## src/rtl/cell_pkg.sv

```systemverilog
package cell_pkg;
  // Number of address bits of each lookup table.
  parameter int LUT_IN = 3;
  localparam int LUT_BITS = 1 << LUT_IN;
  localparam int NUM_LUTS = 2;

  // Strobes from the control decode to the datapath.
  typedef struct packed {
    logic arithEn;  // adder carry drives carryOut
    logic takeSum;  // output source is the adder sum
    logic takeReg;  // output comes from the flip-flop
  } cell_strobe_t;
endpackage

```

## src/rtl/cell_ctrl.sv

```systemverilog
module cell_ctrl
  import cell_pkg::*;
(
  input  logic         cfgArith,
  input  logic         cfgSumSel,
  input  logic         cfgRegOut,
  output cell_strobe_t strobe
);
  always_comb begin
    strobe         = '0;
    strobe.arithEn = cfgArith;
    strobe.takeSum = cfgSumSel;
    strobe.takeReg = cfgRegOut;
  end
endmodule

```

## src/rtl/cell_datapath.sv

```systemverilog
module cell_datapath
  import cell_pkg::*;
#(
  parameter int LIN = cell_pkg::LUT_IN,
  localparam int LBITS = 1 << LIN
) (
  input  logic             clk,
  input  logic             rst,
  input  cell_strobe_t     strobe,
  input  logic [LBITS-1:0] lutCfgLo,
  input  logic [LBITS-1:0] lutCfgHi,
  input  logic [LIN:0]     dIn,
  input  logic             carryIn,
  output logic             lutLo,
  output logic             lutHi,
  output logic             combOut,
  output logic             cellOut,
  output logic             carryOut
);
  logic [NUM_LUTS-1:0][LBITS-1:0] lutCfg;
  logic [NUM_LUTS-1:0]            lutVal;
  logic [LIN-1:0]                 lutAddr;
  logic                           mergedLut;
  logic                           adderSum;
  logic                           adderCarry;
  logic                           flopQ;

  assign lutCfg[0] = lutCfgLo;
  assign lutCfg[1] = lutCfgHi;
  assign lutAddr   = dIn[LIN-1:0];

  // One table lookup per LUT.
  for (genvar g = 0; g < NUM_LUTS; g++) begin : g_lut
    assign lutVal[g] = lutCfg[g][lutAddr];
  end

  assign lutLo = lutVal[0];
  assign lutHi = lutVal[1];

  // Merge the two tables into one wider function using the top input.
  assign mergedLut = dIn[LIN] ? lutVal[1] : lutVal[0];

  // One-bit full adder on the table outputs and the incoming carry.
  assign adderSum   = lutVal[0] ^ lutVal[1] ^ carryIn;
  assign adderCarry = (lutVal[0] & lutVal[1]) | (carryIn & (lutVal[0] ^ lutVal[1]));

  assign combOut  = strobe.takeSum ? adderSum : mergedLut;
  assign carryOut = strobe.arithEn & adderCarry;

  always_ff @(posedge clk) begin
    if (rst) flopQ <= 1'b0;
    else     flopQ <= combOut;
  end

  assign cellOut = strobe.takeReg ? flopQ : combOut;
endmodule

```

## src/rtl/cfg_logic_cell.sv

```systemverilog
module cfg_logic_cell
  import cell_pkg::*;
(
  input  logic                clk,
  input  logic                rst,
  input  logic [LUT_BITS-1:0] lutCfgLo,
  input  logic [LUT_BITS-1:0] lutCfgHi,
  input  logic                cfgArith,
  input  logic                cfgSumSel,
  input  logic                cfgRegOut,
  input  logic [LUT_IN:0]     dIn,
  input  logic                carryIn,
  output logic                cellOut,
  output logic                carryOut
);
  cell_strobe_t strobe;
  logic         lutLo;
  logic         lutHi;
  logic         combOut;

  cell_ctrl u_ctrl (
    .cfgArith (cfgArith),
    .cfgSumSel(cfgSumSel),
    .cfgRegOut(cfgRegOut),
    .strobe   (strobe)
  );

  cell_datapath #(.LIN(LUT_IN)) u_dp (
    .clk     (clk),
    .rst     (rst),
    .strobe  (strobe),
    .lutCfgLo(lutCfgLo),
    .lutCfgHi(lutCfgHi),
    .dIn     (dIn),
    .carryIn (carryIn),
    .lutLo   (lutLo),
    .lutHi   (lutHi),
    .combOut (combOut),
    .cellOut (cellOut),
    .carryOut(carryOut)
  );
endmodule

```

## config.mk

```make
export PLATFORM = sky130hd
export DESIGN_NAME = cfg_logic_cell
export DESIGN_NICKNAME = d
export VERILOG_FILES = /design/src/rtl/cell_pkg.sv /design/src/rtl/cell_ctrl.sv /design/src/rtl/cell_datapath.sv /design/src/rtl/cfg_logic_cell.sv
export SDC_FILE = /design/constraint.sdc
export NUM_CORES = 1
export LEC_CHECK = 0
export BUFFER_PORTS_ARGS = -buffer_cell sky130_fd_sc_hd__clkbuf_2
export CAP_MARGIN = 20
export CORE_AREA = 2 2 39 41
export CTS_BUF_LIST = sky130_fd_sc_hd__clkbuf_4 sky130_fd_sc_hd__clkbuf_8 sky130_fd_sc_hd__clkbuf_16
export DETAILED_ROUTE_END_ITERATION = 12
export DIE_AREA = 0 0 41 43
export GPL_ROUTABILITY_DRIVEN = 0
export PLACE_DENSITY = 0.52
export SLEW_MARGIN = 20
export SYNTH_ARGS = -nofsm -noshare
export SYNTH_HDL_FRONTEND = slang
export SYNTH_SLANG_ARGS = --single-unit
```

## constraint.sdc

```tcl
create_clock -name clk -period 5.7 [get_ports clk]
set_clock_uncertainty 0.05 [all_clocks]
set_input_delay 1.14 -clock clk [delete_from_list [all_inputs] [get_ports clk]]
set_output_delay 1.14 -clock clk [all_outputs]
set_load 0.005 [all_outputs]
```

==> flow_summary_export.csv <==
group,metric,value,unit
run_status,outcome,"complete, no violations",
final_layout,syn2layout_area_growth,57.2,%
grt,grt_pass1_vias,259,
die,rows,14,
logic_synthesis,ys_types,19,
clock_network,postCtsResizedCells,0,
detailed_routing,routed-via-count,292,
critical_path,path_buf_inv,3,
critical_path,cp.required,4510,ps
timing,min_period,4370,ps
logic_synthesis,syn_inst,26,
timing,slew_viol_final,0,
critical_path,cp_slowest_cell,"mux4_2",
die,die-area,1760,um2
critical_path,path_cells,"clkbuf_2, mux4_2, mux2_4, inv_1, fa_1, and2_1, o41ai_1, clkbuf_2",
final_layout,largest_reg_flops,1,
timing,timing.hold.ws,1260,ps
die,coreArea,1380,um2
final_layout,nFillCells,152,
die,die_w,41,um
power_and_ir_drop,p_per_area,91.1,nW/um2
grt,grt_max_degree,7,
timing,fin_crit_sh,76.7,%
final_layout,final_cells,68,
final_layout,nets,81,
place,dp.cells,68,
die,initial_core_util,18.2,%
critical_path,path_class,"in -> out",
clock_network,cts_setup_buffers,0,
detailed_routing,drt_iter0_drc,5,
place,portBuffers,27,
timing,worst_pin_slew,259,ps
detailed_routing,drcViolationCount,0,
place,hpwl,574,um
critical_path,cp-start-kind,"input port",
final_layout,top_regs,"u_dp.flopQ (1)",
timing,hold_viol,0,
critical_path,critical-path-top-delay-family,"multiplexers",
grt,grt_pass1_wl,869,um
logic_synthesis,avgSynthCellArea,9.67,um2
die,dieHeight,43,um
timing,setup_violations,0,
logic_synthesis,ys_seq_area_share,7.96,%
final_layout,drive_above_1_share,61.5,%
clock_network,clk_pin_slew,0,ps
critical_path,crit_top_cell,"clkbuf_2",
grt,grt_overflow,0,
power_and_ir_drop,power.leakage,0.211,nW
timing,setup_tns,0,ps
final_layout,antenna_cells,0,
hold_path,hp-class,"in -> reg",
timing,rsz0062_at_grt,"false",
power_and_ir_drop,ir_drop,0.0233,mV
grt,antenna_found_initial,0,
detailed_routing,vias_per_cell,4.29,
critical_path,cpPeakStageDelay,520,ps
critical_path,worst_setup_path_end_kind,"output port",
final_layout,regMostFlops,"u_dp.flopQ",
logic_synthesis,postSynthNetCount,53,
logic_synthesis,ys_warn_count,0,
logic_synthesis,ys_ff_latch,1,
critical_path,cp.arrival,3180,ps
timing,worst_slew_margin_rel,82.5,%
logic_synthesis,synth_area,251,um2
detailed_routing,wl_per_cell,8.56,um
critical_path,cp_max_fo,6,
die,pin_count,28,
detailed_routing,finalWirelength,582,um
timing,max_freq,229,MHz
final_layout,final_util,28.6,%
detailed_routing,ant_nets,0,
clock_network,hold_buffers,0,
power_and_ir_drop,design_power_total,0.0360,mW
grt,groute.usage.overall,6.50,%
flow_run,maxCapViolations,0,
detailed_routing,firstDrtPassIters,4,
[synthesized netlist by cell type]
cell | n | area share (%)
nand2_1 | 2 | 3.0
a41oi_1 | 1 | 3.5
inv_1 | 2 | 3.0
fa_1 | 1 | 8.0
mux4_2 | 2 | 18
o41ai_1 | 1 | 3.5
nor3b_2 | 1 | 5.0
nand3b_1 | 2 | 6.0
nand4_1 | 1 | 2.5
mux2i_1 | 4 | 16
and2_1 | 1 | 2.5
buf_6 | 1 | 4.5
nor2_1 | 1 | 1.5
or2_2 | 1 | 2.5
nor4_1 | 1 | 2.5
nor2b_1 | 1 | 2.5
dfxtp_1 | 1 | 8.0
mux2_4 | 1 | 6.0
nand3_1 | 1 | 2.0
[kinds of logic (layout without fill, tap and decap cells)]
family | Yosys count | after routing | synth area share [%]
AOI/OAI and AO/OA | 2 | 2 | 6.97
adders and majority gates | 1 | 1 | 7.96
buffers and inverters | 3 | 29 | 7.46
DFF | 1 | 1 | 7.96
muxes | 7 | 7 | 39.8
and+or+nand+nor | 12 | 12 | 29.9
[cell usage in the layout, fill, tap and decap left out]
master and instances:
nand3b_1 2, a41oi_1 1, nor2_1 1, nor3b_2 1, nand2_1 2, clkbuf_2 27, and2_1 1, mux4_2 2
o41ai_1 1, mux2i_1 4, nand4_1 1, fa_1 1, nor2b_1 1, nor4_1 1, inv_1 2, mux2_4 1
dfxtp_1 1, nand3_1 1, or2_2 1
[per-layer routing]
| layer | wire, um | track usage, % | vias to the layer above |
|---|---|---|---|
| met5 | 0 | 0 | - |
| met4 | 0 | 0 | 0 |
| met3 | 72 | 0 | 0 |
| met2 | 270 | 12.2 | 17 |
| met1 | 239 | 8.25 | 122 |
| li1 | - | - | 153 |
[layout make-up]
class	count	area (um2)	share of cell area (%)
inverters	2	7.51	1.90
multi-input cells	22	213	53.8
repair buffers	27	135	34.2
flip-flops and latches	1	20.0	5.06
well taps	16	20.0	5.06
[worst paths after layout]
kind              startpoint          to  depth (start not counted)
setup / recovery      dIn[0]     cellOut                          8
hold / removal           rst  u_dp.flopQ                          2
[where the power goes]
part	switching [mW]	internal (mW)	total, mW
logic	0.0110	0.0167	0.0277
clock network	0	0	0
registers	0.000229	0.00814	0.00837
[stage by stage]
step           instance area, um2  setup WS [ps]
2_1_floorplan                 251           1590
3_3_place_gp                  395           1300
3_5_place_dp                  395           1300
4_1_cts                       395           1290
5_1_grt                       395           1200
6_report                      395           1330
(Power assumes the default switching activity.)
